===== config.mk =====
export PLATFORM = sky130hd
export DESIGN_NAME = lsbspi_regslave
export DESIGN_NICKNAME = d
export VERILOG_FILES = /design/src/rtl/lsbspi_pkg.sv /design/src/rtl/lsbspi_frame.sv /design/src/rtl/lsbspi_regs.sv /design/src/rtl/lsbspi_regslave.sv
export SDC_FILE = /design/constraint.sdc
export NUM_CORES = 1
export LEC_CHECK = 0
export ABC_AREA = 1
export BUFFER_PORTS_ARGS = -buffer_cell sky130_fd_sc_hd__buf_2
export CAP_MARGIN = 20
export CORE_UTILIZATION = 30
export DETAILED_ROUTE_END_ITERATION = 6
export GPL_ROUTABILITY_DRIVEN = 0
export PLACE_DENSITY = 0.53
export SETUP_SLACK_MARGIN = 0.02
export SLEW_MARGIN = 20
export SYNTH_ARGS = -nofsm -noshare
export SYNTH_HDL_FRONTEND = slang
export SYNTH_SLANG_ARGS = --single-unit

===== constraint.sdc =====
create_clock -name clk -period 2.7 [get_ports clk]
set_input_delay 0.405 -clock clk [delete_from_list [all_inputs] [get_ports clk]]
set_output_delay 0.405 -clock clk [all_outputs]
set_load 0.05 [all_outputs]

===== src/rtl/lsbspi_pkg.sv =====
// Package: shared constants for the bit-serial register slave.
// Assumes a 5-bit address, a 1-bit direction flag and a 10-bit data field.
package lsbspi_pkg;
    localparam int ADDR_W    = 5;
    localparam int DATA_W    = 10;
    localparam int FRAME_W   = ADDR_W + 1 + DATA_W;
    localparam int CFG_LO    = 3;      // first shadowed register
    localparam int N_CFG     = 8;      // 0x03..0x0A
    localparam int VER_OFS   = 16;     // copy sits at address + 0x10
    localparam int WEN_ADDR  = 12;     // key register
    localparam int KEY_VAL   = 'h294;
    localparam int CFG_ADDR  = 9;      // configuration register
    localparam int EXT_BIT   = 5;      // external reference select bit
    localparam int ADC_ADDR  = 0;
    localparam int FADC_ADDR = 1;
    localparam int FLAG_ADDR = 2;
endpackage


===== src/rtl/lsbspi_frame.sv =====
// Module: serial frame engine. Synchronises the serial pins into clk,
// assembles LSB-first frames on rising serial-clock edges and shifts the
// response word out LSB first after each falling edge. A frame shorter than
// FRAME_W bits is discarded when chip select rises.
// Assumes each serial half-period spans several system clocks.
module lsbspi_frame #(
    parameter int FRAME_W     = 16,
    parameter int SYNC_STAGES = 2
) (
    input  logic               clk,
    input  logic               rst_n,
    input  logic               sclk,
    input  logic               cs_n,
    input  logic               mosi,
    input  logic [FRAME_W-1:0] rsp_word,
    output logic               miso,
    output logic               frm_vld,
    output logic [FRAME_W-1:0] frm_word,
    output logic               tx_evt
);
    localparam int CNT_W = $clog2(FRAME_W);
    localparam logic [CNT_W-1:0] LAST = CNT_W'(FRAME_W - 1);
    localparam logic [2:0] PIN_IDLE = 3'b010;   // {sclk, cs_n, mosi}

    logic [2:0]         stg [SYNC_STAGES];
    logic               sclk_s, cs_s, mosi_s, sclk_d, cs_d;
    logic               rise, fall, cs_fall, cs_rise;
    logic [CNT_W-1:0]   cnt_q;
    logic [FRAME_W-1:0] sh_q, tx_q;

    // Synchronise the three serial pins into the clk domain.
    always_ff @(posedge clk) begin
        if (!rst_n) begin
            for (int s = 0; s < SYNC_STAGES; s++) stg[s] <= PIN_IDLE;
        end else begin
            stg[0] <= {sclk, cs_n, mosi};
            for (int s = 1; s < SYNC_STAGES; s++) stg[s] <= stg[s-1];
        end
    end

    assign {sclk_s, cs_s, mosi_s} = stg[SYNC_STAGES-1];

    // Hold the previous synchronised levels for edge detection.
    always_ff @(posedge clk) begin
        if (!rst_n) begin
            sclk_d <= 1'b0;
            cs_d   <= 1'b1;
        end else begin
            sclk_d <= sclk_s;
            cs_d   <= cs_s;
        end
    end

    assign rise    = sclk_s & ~sclk_d & ~cs_s;
    assign fall    = ~sclk_s & sclk_d & ~cs_s;
    assign cs_fall = ~cs_s & cs_d;
    assign cs_rise = cs_s & ~cs_d;
    assign tx_evt  = fall | cs_fall | cs_rise;

    // Shift incoming bits in from the top so the first bit lands in bit 0.
    always_ff @(posedge clk) begin
        if (!rst_n) begin
            cnt_q    <= '0;
            sh_q     <= '0;
            frm_vld  <= 1'b0;
            frm_word <= '0;
        end else begin
            frm_vld <= 1'b0;
            if (cs_s) begin
                cnt_q <= '0;
            end else if (rise) begin
                sh_q  <= {mosi_s, sh_q[FRAME_W-1:1]};
                cnt_q <= (cnt_q == LAST) ? '0 : cnt_q + 1'b1;
                if (cnt_q == LAST) begin
                    frm_vld  <= 1'b1;
                    frm_word <= {mosi_s, sh_q[FRAME_W-1:1]};
                end
            end
        end
    end

    // Load the response at frame start and step it right after each fall.
    always_ff @(posedge clk) begin
        if (!rst_n)       tx_q <= '0;
        else if (cs_fall) tx_q <= rsp_word;
        else if (fall)    tx_q <= tx_q >> 1;
    end

    assign miso = ~cs_s & tx_q[0];
endmodule


===== src/rtl/lsbspi_regs.sv =====
// Module: register bank. Holds the key register, the configuration
// registers with their verification copies, and the captured converter
// results. Produces the read mux, the fault and the reference select.
// Assumes at most one write strobe per cycle, all widths from the package.
module lsbspi_regs
    import lsbspi_pkg::*;
#(
    parameter int AW = ADDR_W,
    parameter int DW = DATA_W,
    parameter int NC = N_CFG
) (
    input  logic          clk,
    input  logic          rst_n,
    input  logic          wr_stb,
    input  logic [AW-1:0] wr_addr,
    input  logic [DW-1:0] wr_data,
    input  logic [AW-1:0] rd_addr,
    input  logic [DW-1:0] adc_in,
    input  logic [DW-1:0] fadc_in,
    output logic [DW-1:0] rd_data,
    output logic          key_ok,
    output logic          mv_fault,
    output logic          ext_ref
);
    localparam int CFG_IDX = CFG_ADDR - CFG_LO;

    logic [DW-1:0] prim_q [NC];
    logic [DW-1:0] ver_q  [NC];
    logic [DW-1:0] wen_q, adc_q, fadc_q;
    logic [NC-1:0] diff;

    assign key_ok = (wen_q == DW'(KEY_VAL));

    // Key register: writable regardless of lock state.
    always_ff @(posedge clk) begin
        if (!rst_n)                                   wen_q <= '0;
        else if (wr_stb && wr_addr == AW'(WEN_ADDR))  wen_q <= wr_data;
    end

    // Primary and verification registers, written only when unlocked.
    always_ff @(posedge clk) begin
        if (!rst_n) begin
            for (int i = 0; i < NC; i++) begin
                prim_q[i] <= '0;
                ver_q[i]  <= '0;
            end
        end else if (wr_stb && key_ok) begin
            for (int i = 0; i < NC; i++) begin
                if (wr_addr == AW'(CFG_LO + i))           prim_q[i] <= wr_data;
                if (wr_addr == AW'(CFG_LO + i + VER_OFS)) ver_q[i]  <= wr_data;
            end
        end
    end

    // Capture the parallel converter results every cycle.
    always_ff @(posedge clk) begin
        if (!rst_n) begin
            adc_q  <= '0;
            fadc_q <= '0;
        end else begin
            adc_q  <= adc_in;
            fadc_q <= fadc_in;
        end
    end

    // One comparator per primary/copy pair.
    for (genvar g = 0; g < NC; g++) begin : g_cmp
        assign diff[g] = (prim_q[g] != ver_q[g]);
    end

    assign mv_fault = |diff;
    assign ext_ref  = prim_q[CFG_IDX][EXT_BIT];

    // Read mux: mapped addresses return their value, all others zero.
    always_comb begin
        rd_data = '0;
        if (rd_addr == AW'(ADC_ADDR))  rd_data = adc_q;
        if (rd_addr == AW'(FADC_ADDR)) rd_data = fadc_q;
        if (rd_addr == AW'(FLAG_ADDR)) rd_data = DW'(mv_fault);
        if (rd_addr == AW'(WEN_ADDR))  rd_data = wen_q;
        for (int i = 0; i < NC; i++) begin
            if (rd_addr == AW'(CFG_LO + i))           rd_data = prim_q[i];
            if (rd_addr == AW'(CFG_LO + i + VER_OFS)) rd_data = ver_q[i];
        end
    end
endmodule


===== src/rtl/lsbspi_regslave.sv =====
// Module: top of the bit-serial register slave. Splits each received frame
// into address, direction and data, forwards writes to the register bank and
// latches the read result as the response for the next frame.
// Assumes SPI mode 0 and a serial clock well below clk.
module lsbspi_regslave
    import lsbspi_pkg::*;
#(
    parameter int SYNC_STAGES = 2
) (
    input  logic              clk,
    input  logic              rst_n,
    input  logic              spi_sclk,
    input  logic              spi_cs_n,
    input  logic              spi_mosi,
    output logic              spi_miso,
    input  logic [DATA_W-1:0] adc_in,
    input  logic [DATA_W-1:0] fadc_in,
    output logic              ext_ref,
    output logic              mv_fault
);
    logic               frm_vld, tx_evt, key_ok, frm_wr;
    logic [FRAME_W-1:0] frm_word, rsp_q;
    logic [ADDR_W-1:0]  frm_addr;
    logic [DATA_W-1:0]  frm_data, rd_data;

    assign frm_addr = frm_word[FRAME_W-1 -: ADDR_W];
    assign frm_wr   = frm_word[DATA_W];
    assign frm_data = frm_word[DATA_W-1:0];

    lsbspi_frame #(.FRAME_W(FRAME_W), .SYNC_STAGES(SYNC_STAGES)) u_frame (
        .clk(clk), .rst_n(rst_n),
        .sclk(spi_sclk), .cs_n(spi_cs_n), .mosi(spi_mosi),
        .rsp_word(rsp_q), .miso(spi_miso),
        .frm_vld(frm_vld), .frm_word(frm_word), .tx_evt(tx_evt)
    );

    lsbspi_regs u_regs (
        .clk(clk), .rst_n(rst_n),
        .wr_stb(frm_vld & frm_wr), .wr_addr(frm_addr), .wr_data(frm_data),
        .rd_addr(frm_addr), .adc_in(adc_in), .fadc_in(fadc_in),
        .rd_data(rd_data), .key_ok(key_ok),
        .mv_fault(mv_fault), .ext_ref(ext_ref)
    );

    // Latch the addressed value when a read command frame completes.
    always_ff @(posedge clk) begin
        if (!rst_n)                 rsp_q <= '0;
        else if (frm_vld & ~frm_wr) rsp_q <= FRAME_W'(rd_data);
    end
endmodule


# Yosys cells after proc, flatten, opt, wreduce, memory -nomap -nowiden
# Memory sizes are Yosys's and may differ from the RTL's.
# Cells that the tools add are included.
totals:
  mem_bits_rw: 166
  n_memories: 3
  wordCells: 193
  in_bits: 25
  out_inout_bits: 3
  ff_bits: 95
mem_list:
  columns: ["memory", "depth", "width", "read_ports", "rd_clocked_by_memory_dff", "write_ports", "line_no", "rtl"]
  rows:
  - ["u_regs.prim_q", 8, 10, 8, 0, 8, "lsbspi_regs.sv:27", "logic [DW-1:0] prim_q [NC];"]
  - ["u_regs.ver_q", 8, 10, 8, 0, 8, "lsbspi_regs.sv:28", "logic [DW-1:0] ver_q [NC];"]
  - ["u_frame.stg", 2, 3, 2, 0, 2, "lsbspi_frame.sv:25", "logic [2:0] stg [SYNC_STAGES];"]
op_classes:
  bitwise_logic: 32
  addsub: 1
  muxes: 108
  reduce_logical: 9
  eq_ne: 29
ops:
  columns: ["cell", "count"]
  rows:
  - ["2-to-1 mux 10 bit", 36]
  - ["!= test 10 bit", 8]
  - ["2-to-1 mux 1 bit", 67]
  - ["equality test 5 bit, second input constant", 8]
  - ["2-to-1 mux 16 bit", 2]
  - ["equality test 5 x 3 -> 1 bit, second input constant", 4]
  - ["equality test 5 x 4 -> 1 bit, second input constant", 4]
  - ["bitwise OR 1 bit", 18]
  - ["equality test 10 bit, second input constant", 1]
  - ["equality test 5 x 2 -> 1 bit, second input constant", 2]
  - ["bitwise AND 1 bit", 8]
  - ["OR reduction 8 bit", 1]
  - ["2-to-1 mux 3 bit", 2]
  - ["inverter 1 bit", 6]
  - ["equality test 5 x 1 -> 1 bit, second input constant", 1]
  - ["logical NOT 5 bit", 1]
  - ["adder 4 x 1 -> 4 bit, second input constant", 1]
  - ["equality test 4 bit, second input constant", 1]
  - ["2-to-1 mux 4 bit", 1]
  - ["AND reduction 3 bit", 1]
  - ["OR reduction 3 bit", 1]
  - ["logical AND 1 bit", 2]
  - ["AND reduction 2 bit", 1]
  - ["nonzero test 2 bit", 1]
  - ["OR reduction 2 bit", 1]

# Longest topological paths before layout
# Gate-level depths: netlist of run 1.
depth:
  word_depth: 21
  ltp_mapped: 17
  ltp_nobuf: 17

# Hierarchy
# Synthesis of run 1 repeated with hierarchy kept, for this count alone.
unflattened:
  hier_cells: 1480
  area_unflattened_um2: 12249.2
modules_own_cells:
  columns: ["module", "cells_each", "area_per_inst_um2", "seq_area_each_um2", "n_inst"]
  rows:
  - ["lsbspi_regs", 1079, 9351.5, 5405.2, 1]
  - ["lsbspi_frame", 333, 2457.4, 1201.2, 1]
  - ["lsbspi_regslave", 68, 440.4, 200.2, 1]

# Least setup slack after synthesis of run 1
# OpenSTA, ideal clock, no wires.
synth_path:
  path_kind: "reg2reg"
  startpoint: "register u_regs.wen_q[8]"
  endpoint: "memory u_regs.prim_q[0][60] (netlist bit), enable pin"
  arrival_time_ps: 1852
  n_path_buf: 0
  required_ps: 2309
  stages_incl_launch_ff: 5
  path_slack_ps: 457
  synth_period_minus_slack_ps: 2243
  setup_time_ps: 391
  path_cell_list: "dfxtp_1 or4_1 nor3_1 nand2_1 o21ai_0"
synth_lines:
  columns: ["element", "line_no", "rtl"]
  rows:
  - ["start: declaration", "lsbspi_regs.sv:29", "logic [DW-1:0] wen_q, adc_q, fadc_q;"]
  - ["start signal: assignment", "lsbspi_regs.sv:37", "else if (wr_stb && wr_addr == AW'(WEN_ADDR)) wen_q <= wr_data;"]
  - ["end: declaration", "lsbspi_regs.sv:27", null]

# Final worst setup path of run 1
layout_path:
  startpoint: "register u_frame.frm_word[13]"
  endpoint: "register rsp_q[6]"
layout_via:
  elab_chain_len: 21
  elab_cells_between_ends: 40
layout_rtl:
  columns: ["element", "line_no", "rtl"]
  rows:
  - ["start: declaration", "lsbspi_frame.sv:18", "output logic [FRAME_W-1:0] frm_word,"]
  - ["start signal: assignment", "lsbspi_frame.sv:76", "frm_word <= {mosi_s, sh_q[FRAME_W-1:1]};"]
  - ["logical NOT 5 bit", "lsbspi_regs.sv:77", "if (rd_addr == AW'(ADC_ADDR)) rd_data = adc_q;"]
  - ["2-to-1 mux 10 bit", "lsbspi_regs.sv:77", null]
  - ["2-to-1 mux 10 bit", "lsbspi_regs.sv:78", "if (rd_addr == AW'(FADC_ADDR)) rd_data = fadc_q;"]
  - ["2-to-1 mux 10 bit", "lsbspi_regs.sv:79", "if (rd_addr == AW'(FLAG_ADDR)) rd_data = DW'(mv_fault);"]
  - ["2-to-1 mux 10 bit", "lsbspi_regs.sv:80", "if (rd_addr == AW'(WEN_ADDR)) rd_data = wen_q;"]
  - ["2-to-1 mux 10 bit", "lsbspi_regs.sv:82", "if (rd_addr == AW'(CFG_LO + i)) rd_data = prim_q[i];"]
  - ["2-to-1 mux 10 bit", "lsbspi_regs.sv:83", "if (rd_addr == AW'(CFG_LO + i + VER_OFS)) rd_data = ver_q[i];"]
  - ["2-to-1 mux 10 bit", "lsbspi_regs.sv:82", null]
  - ["[5 not listed]", null, null]
  - ["2-to-1 mux 10 bit", "lsbspi_regs.sv:82", null]
  - ["2-to-1 mux 10 bit", "lsbspi_regs.sv:83", null]
  - ["2-to-1 mux 10 bit", "lsbspi_regs.sv:82", null]
  - ["2-to-1 mux 10 bit", "lsbspi_regs.sv:83", null]
  - ["2-to-1 mux 10 bit", "lsbspi_regs.sv:82", null]
  - ["2-to-1 mux 10 bit", "lsbspi_regs.sv:83", null]
  - ["2-to-1 mux 10 bit", "lsbspi_regs.sv:82", null]
  - ["2-to-1 mux 10 bit (*)", "lsbspi_regs.sv:83", null]
  - ["end signal: assignment", "lsbspi_regslave.sv:48", "else if (frm_vld & ~frm_wr) rsp_q <= FRAME_W'(rd_data);"]
  - ["end: declaration", "lsbspi_regslave.sv:22", "logic [FRAME_W-1:0] frm_word, rsp_q;"]
# Every way passes the cells marked *; elsewhere a longest branch is shown, timed or not.
# A chain may end at the register's enable or synchronous reset.

==> flow_metrics.tcl, run 1 <==
set metrics [dict create \
    finalSetupTns_ns 0 \
    ys_seq_elements 254 \
    finalMaxSlewViolations 0 \
    post-route-period-util_pct 95.9 \
    coreArea_um2 37800 \
    antenna_found_initial 1 \
    critPathLaunchType "flip-flop" \
    die_area_um2 39500 \
    vias 9086 \
    utilization_pct 36.0 \
    post-dp-hpwl_mm 25.2 \
    drtIter0Drc 749 \
    leakagePower_nw 5.48 \
    first_pass_iters 5 \
    powerDensity_nw_per_um2 638 \
    nets 1413 \
    wl_per_cell_um 18.1 \
    rsz0062_at_grt "no" \
    outcome "finished clean" \
    fin_crit_ns 2.59 \
    power.share.clock_pct 45.0 \
    grt_pass1_wl_mm 52.1 \
    relSlewSlack_pct 50.9 \
    routed_wl_mm 34.7 \
    start_util_pct 30.7 \
    areaGrowthSynthToFinish_pct 17.1 \
    worst_ep_arrival_time_ns 3.04 \
    dp_worst_setup_slack_ns -0.173 \
    p_sw_w 0.00195 \
    std_cell_rows 71 \
    ir_worst_vdd_mv 0.422 \
    cts_hold_buf 0 \
    ys_types 41 \
    cts_tree "yes" \
    crit_path_end_kind "flip-flop" \
    grt_usage_pct 17.8 \
    io_buffer_count 27 \
    crit_type "reg -> reg" \
    drv_cap 0 \
    clkLatencyLatePin_ns 0.56 \
    avgSynthCellArea_um2 8.72 \
    synth_area_um2 11600 \
    cts_made_buffers 27 \
    finClkSkew_ns 0.0221 \
    ant_nets 0 \
    yosysSeqAreaShare_pct 57.5 \
    seqPwrFrac_pct 50.2 \
    die_y_um 199 \
    mostFrequentLayoutCells "nand2_1 (301), inv_1 (208), nor2_1 (190)" \
    syn_inst 1332 \
    path_clk_slew_ns 0.06 \
    swShare_pct 22.4 \
    hp-class "in -> reg" \
    via_per_inst 4.73 \
    final_common_cell "nand2_1" \
    cts-root-buf "clkbuf_16" \
    grt_max_degree 31 \
    drc 0 \
    worstPathRequired_ns 3.15 \
    grt_remaining_overflow 0 \
    combPwrFrac_pct 4.8 \
    drive_gt1_share_pct 12.6 \
    max_freq_mhz 386 \
    finalHoldViolCount 0 \
    tightest_slew_ns 0.728 \
    power.internal_w 0.00674 \
    ys_warn_count 0 \
    cp_max_fo 10 \
    h-tree-depth 1 \
    clock-sinks 254 \
    ios 28 \
    fp.dieW_um 199 \
    grt_pass1_vias 8769 \
    setup_violations 0 \
    fillers 3910 \
    clk_path_buf_depth 3 \
    fin_ws_ns 0.110 \
    syn_nets 1358 \
]
-- cells by family (layout without fill, tap and decap cells) --
| logic type | count (synthesis) | after routing | share of synthesized area, % |
|---|---|---|---|
| AND/OR/NAND/NOR | 591 | 591 | 20.8 |
| other | 0 | 1 | 0 |
| flip-flops | 254 | 254 | 57.5 |
| AO/OA/AOI/OAI | 173 | 173 | 9.39 |
| XOR/XNOR | 41 | 41 | 3.09 |
| adder cells (fa/ha/maj) | 1 | 1 | 0.108 |
| buffers and inverters | 272 | 348 | 9.09 |
-- layout make-up --
cell class | instances | area (µm²) | area share, %
inverter | 221 | 830 | 6.09
clock inverter | 8 | 105 | 0.772
clock buffer | 42 | 842 | 6.19
multi-input combinational | 806 | 3990 | 29.3
sequential | 254 | 6690 | 49.1
antenna | 1 | 2.50 | 0.0184
tap | 511 | 639 | 4.70
timing repair buffer | 77 | 517 | 3.80
-- state kept, by name, indices dropped and copies added, names as in the netlist --
name / count
u_regs.ver_q: 80
u_frame.cs_d: 1
u_regs.wen_q: 10
u_frame.stg: 6
rsp_q: 10
u_regs.prim_q: 80
u_frame.tx_q: 10
u_regs.fadc_q: 10
u_frame.cnt_q: 4
u_frame.frm_vld: 1
u_frame.sclk_d: 1
u_regs.adc_q: 10
u_frame.sh_q: 15
u_frame.frm_word: 16
-- metrics by stage --
stage | cell area, µm² | hold slack [ns] | std cells | total power, W
3_3_place_gp | 12500 | 0.395 | 1867 | 0.00483
4_1_cts | 13500 | 0.00709 | 1918 | 0.00873
2_1_floorplan | 11600 | 0.390 | 1332 | 0.00466
3_5_place_dp | 12500 | 0.401 | 1867 | 0.00484
6_report | 13600 | 0.0226 | 1920 | 0.00868
5_1_grt | 13600 | 0.0193 | 1919 | 0.00895
-- synth_stat cells --
master	n	area (µm²)
a211oi_1	11	82.6
a21oi_1	39	195
a22o_1	7	61.3
a22oi_1	9	67.6
a311oi_1	9	78.8
buf_2	16	80.1
buf_4	2	15.0
buf_6	1	11.3
clkbuf_1	32	120
clkinv_1	1	3.75
dfxtp_1	94	1880
edfxtp_1	160	4800
ha_1	1	12.5
inv_1	208	781
inv_2	12	45.0
nand2_1	304	1140
nand2_2	2	12.5
nand3_1	35	175
nand3b_1	2	15.0
nand4_1	13	81.3
nor2_1	196	736
nor2_2	9	56.3
nor2_4	2	22.5
nor3_1	9	45.0
nor3_2	2	20.0
nor3b_1	1	7.51
nor4_1	10	62.6
o2111ai_1	9	78.8
o211ai_1	7	52.6
o21ai_0	49	245
o21bai_1	1	7.51
o221a_2	1	11.3
o221ai_1	2	17.5
o22ai_1	26	163
o22ai_2	1	12.5
o2bb2ai_1	2	17.5
or2_1	2	12.5
or2_2	3	18.8
or4_1	1	7.51
xnor2_1	40	350
xor2_1	1	8.76
-- path summary, 6_finish.rpt --
| path | startpoint | cells past startpoint | end | slack [ns] |
|---|---|---|---|---|
| setup / recovery | u_frame.frm_word[13] | 11 | rsp_q[6] | 0.11 |
| hold / removal | adc_in[4] | 3 | u_regs.adc_q[4] | 0.02 |
| setup reg to reg | u_frame.frm_word[13] | 11 | rsp_q[6] | 0.11 |
| hold reg to reg | u_frame.stg[0][1] | 1 | u_frame.stg[0][4] | 0.41 |
-- critical path, stage by stage, from the launching register on --
cell	delay (ns)
dfxtp_1	0.47
nor2_1	0.14
nand2_1	0.16
nor2_2	0.14
nand2_1	0.09
o211ai_1	0.14
a21oi_1	0.18
o2111ai_1	0.24
nor4_1	0.46
nand4_1	0.26
o211ai_1	0.15
inv_1	0.05
-- repair_timing --
action / CTS / global route
pin swaps: 2 / 1
buffers inserted: 1 / 1
gates resized for setup: 12 / 12
setup endpoints to repair: 3 / 5
-- power by group through the flow --
stage               registers (W)  logic, W  clock network, W
floorplan                 0.00441  0.000253                 0
global placement          0.00443  0.000401                 0
detailed placement        0.00444  0.000402                 0
CTS                       0.00436  0.000413           0.00397
global route              0.00437  0.000461           0.00412
finish                    0.00436  0.000420           0.00391
-- metal layers --
metal,wire length (µm),track usage (%),up-vias,part of all wire [%]
met4,1340,7.24,0,3.9
li1,-,-,4420,-
met1,15500,24.0,4307,45
met2,15700,28.4,291,45
met3,2170,2.87,68,6.2
met5,0,0,-,0
Note: power is estimated with default switching activity, not from simulation.
==> run 2: changes to the inputs <==
--- a/config.mk
+++ b/config.mk
@@ -8,10 +8,10 @@
 export ABC_AREA = 1
 export BUFFER_PORTS_ARGS = -buffer_cell sky130_fd_sc_hd__buf_2
 export CAP_MARGIN = 20
-export CORE_UTILIZATION = 30
+export CORE_UTILIZATION = 40
 export DETAILED_ROUTE_END_ITERATION = 6
 export GPL_ROUTABILITY_DRIVEN = 0
-export PLACE_DENSITY = 0.53
+export PLACE_DENSITY = 0.64
 export SETUP_SLACK_MARGIN = 0.02
 export SLEW_MARGIN = 20
 export SYNTH_ARGS = -nofsm -noshare
==> flow_metrics.tcl, run 2 (synthesized netlist as in run 1, its figures left out) <==
set metrics [dict create \
    outcome "finished clean" \
    std_cell_rows 62 \
    setup_violations 0 \
    drtIter0Drc 848 \
    ant_nets 0 \
    die_area_um2 29700 \
    finalSetupTns_ns 0 \
    path_clk_slew_ns 0.06 \
    grt_pass1_vias 8965 \
    vias 9149 \
    worstPathRequired_ns 2.30 \
    grt_pass1_wl_mm 50.7 \
    ios 28 \
    grt_max_degree 50 \
    cts_hold_buf 0 \
    coreArea_um2 28600 \
    worst_ep_arrival_time_ns 2.19 \
    mostFrequentLayoutCells "nand2_1 (303), inv_1 (208), nor2_1 (195)" \
    relSlewSlack_pct 56.9 \
    path_cells "inv_1 -> nand2_1 -> nand2_1 -> nand2_1 -> nor2_1 -> nand2_1 -> nor2_1 -> nand3_1 -> or2_4 -> buf_6" \
    hp-class "in -> reg" \
    cts_made_buffers 27 \
    finalMaxSlewViolations 0 \
    via_per_inst 5.10 \
    rsz0062_at_grt "no" \
    io_buffer_count 27 \
    areaGrowthSynthToFinish_pct 15.0 \
    h-tree-depth 1 \
    finalPower_w 0.00845 \
    clock-sinks 254 \
    reg_top3 "u_regs.prim_q: 80 flops, u_regs.ver_q: 80 flops, u_frame.frm_word: 16 flops" \
    tightest_slew_ns 0.644 \
    cp_max_fo 2 \
    cp_slowest_cell "edfxtp_1" \
    fin_crit_ns 2.60 \
    crit_top_cell "nand2_1" \
    crit_type "reg -> out" \
    crit_path_end_kind "output pin" \
    clk_path_buf_depth 3 \
    drc 0 \
    wl_per_cell_um 18.3 \
    leakagePower_nw 5.45 \
    nets 1414 \
    whs_ns 0.0516 \
    start_util_pct 40.6 \
    routed_wl_mm 32.8 \
    critPathMaxStageDelay_ns 0.45 \
    clkLatencyLatePin_ns 0.54 \
    drive_gt1_share_pct 11.7 \
    critPathLaunchType "flip-flop" \
    cts-root-buf "clkbuf_16" \
    finClkSkew_ns 0.0132 \
    first_pass_iters 5 \
    max_freq_mhz 385 \
    antenna_found_initial 0 \
    post-route-period-util_pct 96.1 \
    ir_worst_vdd_mv 0.422 \
    antenna_cells 0 \
    cts_tree "yes" \
    grt_usage_pct 23.1 \
    powerDensity_nw_per_um2 632 \
    grt_remaining_overflow 0 \
    drv_cap 0 \
    finalHoldViolCount 0 \
    fp.dieW_um 172 \
    post-dp-hpwl_mm 23.7 \
    die_y_um 172 \
    final_common_cell "nand2_1" \
]
run 2: layer usage:
layer | up-vias | GRT usage (%) | routed length, µm
met5 | - | 0 | 0
met4 | 0 | 11.1 | 1550
met3 | 75 | 4.12 | 2370
met2 | 338 | 38.5 | 15500
met1 | 4317 | 28.9 | 13400
li1 | 4419 | - | -
run 2: per-stage QoR:
stage | util [%] | cells | setup slack, ns | cell area [µm²]
2_1_floorplan | - | 1332 | 0.457 | 11600
3_3_place_gp | 43.3 | 1742 | 0.109 | 12400
3_5_place_dp | 43.3 | 1742 | 0.127 | 12400
4_1_cts | 46.5 | 1792 | 0.0704 | 13300
5_1_grt | 46.7 | 1793 | 0.0232 | 13400
6_report | 46.7 | 1793 | 0.104 | 13400
run 2: repair_timing:
item	4_1_cts	5_1_grt
resized for setup	4	8
buffers inserted	0	1
pin swaps	1	1
setup endpoints to repair	1	4
run 2: worst paths after layout:
check                            start           endpoint  slack, ns  cells after the start
hold / removal                spi_mosi  u_frame.stg[0][0]       0.05                      3
setup / recovery  u_regs.prim_q[0][11]           mv_fault       0.10                     10
setup reg to reg  u_frame.frm_word[11]           rsp_q[1]       0.20                     12
hold reg to reg      u_frame.stg[0][2]  u_frame.stg[0][5]       0.41                      2
run 2: report_power, final:
part           total [W]  switching (W)  internal, W
Sequential       0.00437       0.000109      0.00426
Clock            0.00368        0.00154      0.00214
Combinational   0.000398       0.000261     0.000138
Total            0.00845        0.00191      0.00654
run 2: worst max-delay path, delay by kind of cell, from the launching register on:
family | cells | cell delay, ns
buffers and inverters | 2 | 0.27
DFF | 1 | 0.45
and+or+nand+nor | 8 | 0.94
run 2: area by class of cell:
type	instances	area, µm²
clock buffers	35	778
clock inverters	15	115
fillers	2710	15300
inverters	221	830
multi-input cells	806	3940
flip-flops and latches	254	6690
well taps	384	480
repair buffers	78	537
